<file path="src/rtl/pll_seq_pkg.sv">
package pll_seq_pkg;
  localparam int PD_BIT    = 0;
  localparam int BYP_BIT   = 1;
  localparam int DIN_BIT   = 2;
  localparam int DOUT_BIT  = 3;
  localparam int CEN_BIT   = 4;
  localparam int LOCK_BIT  = 0;

  typedef enum logic [3:0] {
    S_IDLE, S_RDCTL, S_PWRDN, S_MDIV, S_NPDIV, S_PWRUP, S_WAIT, S_RDSTAT, S_ENABLE
  } seqState_e;

  typedef enum logic [2:0] {W_PD, W_DIV, W_NP, W_PU, W_EN} wSel_e;
  typedef enum logic [1:0] {A_CTRL, A_MDIV, A_NP, A_STAT} aSel_e;

  typedef struct packed {
    logic  capCtrl;
    logic  capDiv;
    logic  armWait;
    logic  clrPoll;
    logic  bumpPoll;
    wSel_e wSel;
    aSel_e aSel;
  } seqStrobe_t;
endpackage

</file>
<file path="src/rtl/pll_seq_dp.sv">
module pll_seq_dp import pll_seq_pkg::*; #(
  parameter int DATA_W = 32,
  parameter int ADDR_W = 8,
  parameter logic [ADDR_W-1:0] CTRL_ADDR = 8'h30,
  parameter logic [DATA_W-1:0] NP_UNITY = 32'h0030_2062,
  parameter int WAIT_CYCLES = 2500,
  parameter int POLL_LIMIT = 4
) (
  input  logic              clk,
  input  logic              rstN,
  input  seqStrobe_t        strb,
  input  logic [DATA_W-1:0] divWord,
  input  logic [DATA_W-1:0] regRdata,
  output logic [ADDR_W-1:0] regAddr,
  output logic [DATA_W-1:0] regWdata,
  output logic              waitDone,
  output logic              pollLast,
  output logic              lockSeen
);
  localparam int WW = $clog2(WAIT_CYCLES + 1);
  localparam int PW = $clog2(POLL_LIMIT + 1);
  localparam logic [DATA_W-1:0] PD_MASK  = DATA_W'(1) << PD_BIT;
  localparam logic [DATA_W-1:0] CEN_MASK = DATA_W'(1) << CEN_BIT;
  localparam logic [DATA_W-1:0] CLR_MASK = (DATA_W'(1) << BYP_BIT) | (DATA_W'(1) << DIN_BIT)
                                         | (DATA_W'(1) << DOUT_BIT) | CEN_MASK;

  logic [DATA_W-1:0] ctrlQ, divQ, pdVal, puVal;
  logic [WW-1:0]     waitCnt;
  logic [PW-1:0]     pollCnt;

  always_ff @(posedge clk) begin
    if (!rstN) begin
      ctrlQ   <= '0;
      divQ    <= '0;
      waitCnt <= '0;
      pollCnt <= '0;
    end else begin
      if (strb.capCtrl) ctrlQ <= regRdata;
      if (strb.capDiv)  divQ  <= divWord;
      if (strb.armWait)           waitCnt <= WW'(WAIT_CYCLES - 1);
      else if (waitCnt != '0)     waitCnt <= waitCnt - 1'b1;
      if (strb.clrPoll)           pollCnt <= '0;
      else if (strb.bumpPoll)     pollCnt <= pollCnt + 1'b1;
    end
  end

  assign pdVal    = (ctrlQ | PD_MASK) & ~CLR_MASK;
  assign puVal    = pdVal & ~PD_MASK;
  assign waitDone = (waitCnt == '0);
  assign pollLast = (pollCnt == PW'(POLL_LIMIT - 1));
  assign lockSeen = regRdata[LOCK_BIT];

  always_comb begin
    unique case (strb.wSel)
      W_PD:    regWdata = pdVal;
      W_DIV:   regWdata = divQ;
      W_NP:    regWdata = NP_UNITY;
      W_PU:    regWdata = puVal;
      W_EN:    regWdata = puVal | CEN_MASK;
      default: regWdata = puVal;
    endcase
    unique case (strb.aSel)
      A_CTRL:  regAddr = CTRL_ADDR;
      A_MDIV:  regAddr = CTRL_ADDR + ADDR_W'(4);
      A_NP:    regAddr = CTRL_ADDR + ADDR_W'(8);
      A_STAT:  regAddr = CTRL_ADDR - ADDR_W'(4);
      default: regAddr = CTRL_ADDR;
    endcase
  end


  poll_bound_chk: assert property (@(posedge clk) disable iff (!rstN)
    pollCnt <= PW'(POLL_LIMIT));


  wait_arm_chk: assert property (@(posedge clk) disable iff (!rstN)
    strb.armWait |=> !waitDone);
endmodule

</file>
<file path="src/rtl/pll_seq_ctl.sv">
module pll_seq_ctl import pll_seq_pkg::*; (
  input  logic       clk,
  input  logic       rstN,
  input  logic       start,
  input  logic       regAck,
  input  logic       waitDone,
  input  logic       pollLast,
  input  logic       lockSeen,
  output seqStrobe_t strb,
  output logic       regReq,
  output logic       regWe,
  output logic       busy,
  output logic       done,
  output logic       err
);
  seqState_e st, nxt;
  logic finOk, finErr;

  always_comb begin
    nxt           = st;
    strb.capCtrl  = 1'b0;
    strb.capDiv   = 1'b0;
    strb.armWait  = 1'b0;
    strb.clrPoll  = 1'b0;
    strb.bumpPoll = 1'b0;
    strb.wSel     = W_PD;
    strb.aSel     = A_CTRL;
    regReq        = 1'b0;
    regWe         = 1'b0;
    finOk         = 1'b0;
    finErr        = 1'b0;
    unique case (st)
      S_IDLE: if (start) begin
        strb.capDiv = 1'b1;
        nxt = S_RDCTL;
      end
      S_RDCTL: begin
        regReq = 1'b1;
        if (regAck) begin strb.capCtrl = 1'b1; nxt = S_PWRDN; end
      end
      S_PWRDN: begin
        regReq = 1'b1; regWe = 1'b1; strb.wSel = W_PD;
        if (regAck) nxt = S_MDIV;
      end
      S_MDIV: begin
        regReq = 1'b1; regWe = 1'b1; strb.wSel = W_DIV; strb.aSel = A_MDIV;
        if (regAck) nxt = S_NPDIV;
      end
      S_NPDIV: begin
        regReq = 1'b1; regWe = 1'b1; strb.wSel = W_NP; strb.aSel = A_NP;
        if (regAck) nxt = S_PWRUP;
      end
      S_PWRUP: begin
        regReq = 1'b1; regWe = 1'b1; strb.wSel = W_PU;
        if (regAck) begin strb.armWait = 1'b1; strb.clrPoll = 1'b1; nxt = S_WAIT; end
      end
      S_WAIT: if (waitDone) nxt = S_RDSTAT;
      S_RDSTAT: begin
        regReq = 1'b1; strb.aSel = A_STAT;
        if (regAck) begin
          strb.bumpPoll = 1'b1;
          if (lockSeen)      nxt = S_ENABLE;
          else if (pollLast) begin finErr = 1'b1; nxt = S_IDLE; end
          else begin strb.armWait = 1'b1; nxt = S_WAIT; end
        end
      end
      S_ENABLE: begin
        regReq = 1'b1; regWe = 1'b1; strb.wSel = W_EN;
        if (regAck) begin finOk = 1'b1; nxt = S_IDLE; end
      end
      default: nxt = S_IDLE;
    endcase
  end

  always_ff @(posedge clk) begin
    if (!rstN) begin
      st   <= S_IDLE;
      done <= 1'b0;
      err  <= 1'b0;
    end else begin
      st   <= nxt;
      done <= finOk | finErr;
      err  <= finErr;
    end
  end

  assign busy = (st != S_IDLE);


  done_pulse_chk: assert property (@(posedge clk) disable iff (!rstN) done |=> !done);

  err_done_chk: assert property (@(posedge clk) disable iff (!rstN) err |-> done);

  start_busy_chk: assert property (@(posedge clk) disable iff (!rstN)
    (start && !busy) |=> busy);

  req_hold_chk: assert property (@(posedge clk) disable iff (!rstN)
    (regReq && !regAck) |=> (regReq && $stable(regWe)));
endmodule

</file>
<file path="src/rtl/pll_seq_top.sv">
module pll_seq_top import pll_seq_pkg::*; #(
  parameter int DATA_W = 32,
  parameter int ADDR_W = 8,
  parameter logic [ADDR_W-1:0] CTRL_ADDR = 8'h30,
  parameter logic [DATA_W-1:0] NP_UNITY = 32'h0030_2062,
  parameter int CLK_MHZ = 250,
  parameter int WAIT_US = 10,
  parameter int POLL_LIMIT = 4
) (
  input  logic              clk,
  input  logic              rstN,
  input  logic              start,
  input  logic [DATA_W-1:0] divWord,
  output logic              busy,
  output logic              done,
  output logic              err,
  output logic              regReq,
  output logic              regWe,
  output logic [ADDR_W-1:0] regAddr,
  output logic [DATA_W-1:0] regWdata,
  input  logic              regAck,
  input  logic [DATA_W-1:0] regRdata
);
  localparam int WAIT_CYCLES = CLK_MHZ * WAIT_US;

  seqStrobe_t strb;
  logic waitDone, pollLast, lockSeen;

  pll_seq_ctl uCtl (
    .clk(clk), .rstN(rstN), .start(start), .regAck(regAck),
    .waitDone(waitDone), .pollLast(pollLast), .lockSeen(lockSeen),
    .strb(strb), .regReq(regReq), .regWe(regWe),
    .busy(busy), .done(done), .err(err)
  );

  pll_seq_dp #(
    .DATA_W(DATA_W), .ADDR_W(ADDR_W), .CTRL_ADDR(CTRL_ADDR), .NP_UNITY(NP_UNITY),
    .WAIT_CYCLES(WAIT_CYCLES), .POLL_LIMIT(POLL_LIMIT)
  ) uDp (
    .clk(clk), .rstN(rstN), .strb(strb), .divWord(divWord), .regRdata(regRdata),
    .regAddr(regAddr), .regWdata(regWdata),
    .waitDone(waitDone), .pollLast(pollLast), .lockSeen(lockSeen)
  );


  addr_hold_chk: assert property (@(posedge clk) disable iff (!rstN)
    (regReq && !regAck) |=> ($stable(regAddr) && $stable(regWdata)));

  ctl_clear_chk: assert property (@(posedge clk) disable iff (!rstN)
    (regReq && regWe && regAddr == CTRL_ADDR) |-> (regWdata[DOUT_BIT:BYP_BIT] == '0));
endmodule

</file>
<file path="config.mk">
export PLATFORM = sky130hd
export DESIGN_NAME = pll_seq_top
export DESIGN_NICKNAME = d
export VERILOG_FILES = /design/src/rtl/pll_seq_pkg.sv /design/src/rtl/pll_seq_dp.sv /design/src/rtl/pll_seq_ctl.sv /design/src/rtl/pll_seq_top.sv
export SDC_FILE = /design/constraint.sdc
export NUM_CORES = 1
export LEC_CHECK = 0
export BUFFER_PORTS_ARGS = -buffer_cell sky130_fd_sc_hd__buf_4
export CORE_ASPECT_RATIO = 0.7
export CORE_MARGIN = 3
export CORE_UTILIZATION = 40
export DETAILED_ROUTE_END_ITERATION = 6
export MAX_ROUTING_LAYER = met4
export SKIP_CTS_REPAIR_TIMING = 1
export SYNTH_ARGS = -nofsm -noshare
export SYNTH_HDL_FRONTEND = slang
export SYNTH_SLANG_ARGS = --single-unit
</file>
<file path="constraint.sdc">
create_clock -name clk -period 3.6 [get_ports clk]
set_input_delay 0.18 -clock clk [delete_from_list [all_inputs] [get_ports clk]]
set_output_delay 0.18 -clock clk [all_outputs]
set_load 0.03 [all_outputs]
</file>
==> flow_metrics.py <==
metrics = {
    "critical_path": {
        "slowest_delay_ps": 690,
        "endpoint": "regWdata[30]",
        "crit_top_cell": "buf_4",
        "required_ps": 3420,
        "reg2reg_slack_ps": 1220,
        "rr_startpoint": "uCtl.st[2]",
        "rr_worst_depth": 5,
        "cp-startpoint": "uCtl.st[1]",
        "critPathMaxFanout": 18,
        "path_cells": "nor2b_1, and2_1, buf_4, a22o_1, buf_4",
        "crit_arrival_ps": 2570,
        "critPathLaunchType": "flop",
        "reg2reg_to": "uDp.divQ[14]",
        "slowest_stage": "and2_1",
        "crit_type": "reg2out",
        "cp-end-kind": "primary output",
    },
    "sta": {
        "clock_skew_ps": 5.06,
        "hold_viol_final": 0,
        "maxSlewViolCount": 0,
        "tightest_slew_ps": 916,
        "slew_headroom_pct": 39.0,
        "finalCritPeriodShare_pct": 76.4,
        "fin_crit_ps": 2750,
        "max_freq_ghz": 0.364,
        "rsz0062_at_grt": "false",
        "setup_viol": 0,
        "finalSetupTns_ps": 0,
    },
    "cts": {
        "cts.htree.levels": 3,
        "clock_insertion_delay_worst_skew_ps": 330,
        "cts.reportedPaths.clkPinSlew_ps": 60,
        "root_buffer": "clkbuf_16",
        "cts_inserted_buffers": 9,
        "cts_sinks": 80,
        "cts_tree": "done",
        "cts_buffer_depth": 2,
    },
    "global_routing": {
        "grt_usage_pct": 20.3,
        "antenna_found_initial": 0,
        "grt_pass1_wl_um": 16100,
        "overflow": 0,
        "grt_pass1_vias": 3257,
        "grt_max_degree": 39,
    },
    "yosys": {
        "yosysTopAreaCellShare_pct": 43.7,
        "ys_top_cells_by_area": "dfxtp_1 44%, nand2_1 14%, a21oi_1 10%",
        "netlist_instances": 467,
        "synth-main-ff-cell": "dfxtp_1",
        "yosysSeqAreaShare_pct": 43.7,
        "ys_types": 46,
        "async_flop_share_pct": 0,
        "ys_ff_latch": 80,
        "synth-edff-count": 0,
        "avgSynthCellArea_um2": 7.85,
        "yosysWarnings": 0,
        "synth_top_area_cell": "dfxtp_1",
        "syn-cell-area_um2": 3670,
    },
    "floorplan": {
        "chipHeight_um": 86.1,
        "coreArea_um2": 8690,
        "row_count": 28,
        "start_util_pct": 42.2,
        "die-area_um2": 10400,
        "die_w_um": 120,
        "num_io_pins": 113,
    },
    "power_and_ir_drop": {
        "switching_share_pct": 39.7,
        "p_comb_share_pct": 41.4,
        "clockPowerShare_pct": 24.7,
        "internal_power_uw": 2260,
        "sequentialPowerShare_pct": 33.9,
        "p_leak_uw": 0.00201,
        "vdd_ir_drop_max_mv": 0.345,
        "p_total_uw": 3750,
        "p_switching_uw": 1490,
        "powerDensity_nw_per_um2": 783,
    },
    "drt": {
        "vias_per_cell": 5.07,
        "drt_iter0_drc": 252,
        "postRouteAntennaNets": 0,
        "drc": 0,
        "drt-total-wl_um": 10100,
        "post_drt_wl_per_cell_um": 14.9,
        "drt-pass1-iter-count": 4,
        "via_count": 3440,
    },
    "finish": {
        "final_area_um2": 4790,
        "fin_nets": 626,
        "syn_to_final_growth_pct": 30.5,
        "fillers": 857,
        "insertedDiodeCount": 0,
        "layout-drive-gt1-share_pct": 24.5,
    },
    "place": {
        "placed_area_um2": 4480,
        "place_congestion": 0.789,
        "place_hpwl_um": 7000,
        "port_buffers": 103,
    },
    "run": {
        "max-cap-violations": 0,
    },
    "outcome": {
        "outcome": "completed",
    },
    "hold_path": {
        "hp-start": "divWord[22]",
        "min_path_type": "in2reg",
    },
}
placed cells by master (no fill, tap or decap), types with 3 or more instances in the layout:
cell / count
a22o_1: 22
a21oi_1: 74
dfxtp_1: 80
buf_4: 110
mux2i_1: 4
and3_1: 3
nand3b_1: 3
nand3_1: 8
inv_1: 9
and2_1: 3
clkinvlp_4: 3
nand2b_1: 3
ha_1: 4
xor2_1: 5
nor4_1: 3
a211oi_1: 3
nor2_1: 18
nor3_1: 5
clkbuf_16: 9
conb_1: 5
o21ai_0: 10
a22oi_1: 5
nand2_1: 134
nor2b_1: 3
xnor2_1: 4
worst min path at each step:
| stage | to | slack [ps] | depth (start not counted) |
|---|---|---|---|
| 6_report | uDp.divQ[22] | 90 | 3 |
| 5_1_grt | uDp.divQ[5] | 80 | 3 |
| 4_1_cts | uDp.divQ[22] | 80 | 3 |
| 3_5_place_dp | uDp.divQ[22] | 440 | 3 |
| 3_3_place_gp | uDp.divQ[23] | 430 | 3 |
| 2_1_floorplan | uDp.divQ[0] | 320 | 2 |
power by group through the flow:
| stage | registers [uW] | clock network, uW | logic (uW) |
|---|---|---|---|
| after floorplan | 1210 | 0 | 1160 |
| final | 1270 | 925 | 1550 |
| after detailed placement | 1290 | 0 | 1560 |
| after global placement | 1280 | 0 | 1530 |
| after global routing | 1300 | 983 | 1720 |
| after CTS | 1270 | 941 | 1570 |
flip-flops by register name, indices dropped and copies added (netlist names):
name         count
uDp.ctrlQ       27
uDp.waitCnt     12
uDp.divQ        32
uDp.pollCnt      3
uCtl.done        1
uCtl.st          4
uCtl.err         1
metal layers:
| layer | vias to the layer above | global-route usage, % | part of all wire (%) | wire length (um) |
|---|---|---|---|---|
| met3 | 5 | 6.99 | 7.5 | 756 |
| met1 | 1566 | 26.9 | 47 | 4770 |
| met5 | - | - | 0 | 0 |
| li1 | 1756 | - | - | - |
| met4 | 0 | 3.81 | 0.72 | 73 |
| met2 | 113 | 30.3 | 45 | 4500 |
synth_stat cells (all sizes together) (5+ instances only):
master / number
nand2: 134
dfxtp: 80
a21oi: 74
a22o: 22
buf: 22
nor2: 18
clkbuf: 15
o21ai: 11
inv: 9
nand3: 9
a22oi: 5
nor3: 5
nor4: 5
xor2: 5
logic make-up after synthesis:
| logic type | after synthesis | synth area share [%] |
|---|---|---|
| compound gates | 122 | 20.7 |
| xor+xnor | 9 | 2.15 |
| fa+ha+maj | 4 | 1.36 |
| buf+inv | 47 | 5.83 |
| flops | 80 | 43.7 |
| mux | 5 | 1.50 |
| other cells | 2 | 0.205 |
| simple gates | 198 | 24.6 |
metrics by stage:
stage	setup slack [ps]	std cells	utilization [%]	hold slack, ps
CTS	869	679	55.1	80.9
finish	850	679	55.1	87.6
floorplan	1790	470	-	316
global route	686	679	55.1	79.6
global placement	1240	663	51.5	428
detailed placement	1230	663	51.5	437
layout make-up:
| class | count | area, um2 | share of cell area [%] |
|---|---|---|---|
| clock buffers | 12 | 256 | 5.36 |
| clock inverters | 4 | 52.6 | 1.10 |
| inverters | 10 | 37.5 | 0.784 |
| multi-input cells | 343 | 1860 | 38.9 |
| flip-flops and latches | 80 | 1600 | 33.5 |
| well taps | 120 | 150 | 3.14 |
| repair buffers | 110 | 826 | 17.3 |
worst max-delay path, delay by kind of cell, from the launching register on:
| family | cells | cell delay, ps |
|---|---|---|
| buffers and inverters | 2 | 470 |
| AOI/OAI and AO/OA | 1 | 180 |
| and+or+nand+nor | 2 | 990 |
| DFF | 1 | 580 |
Power figures use the tool's default switching activity.
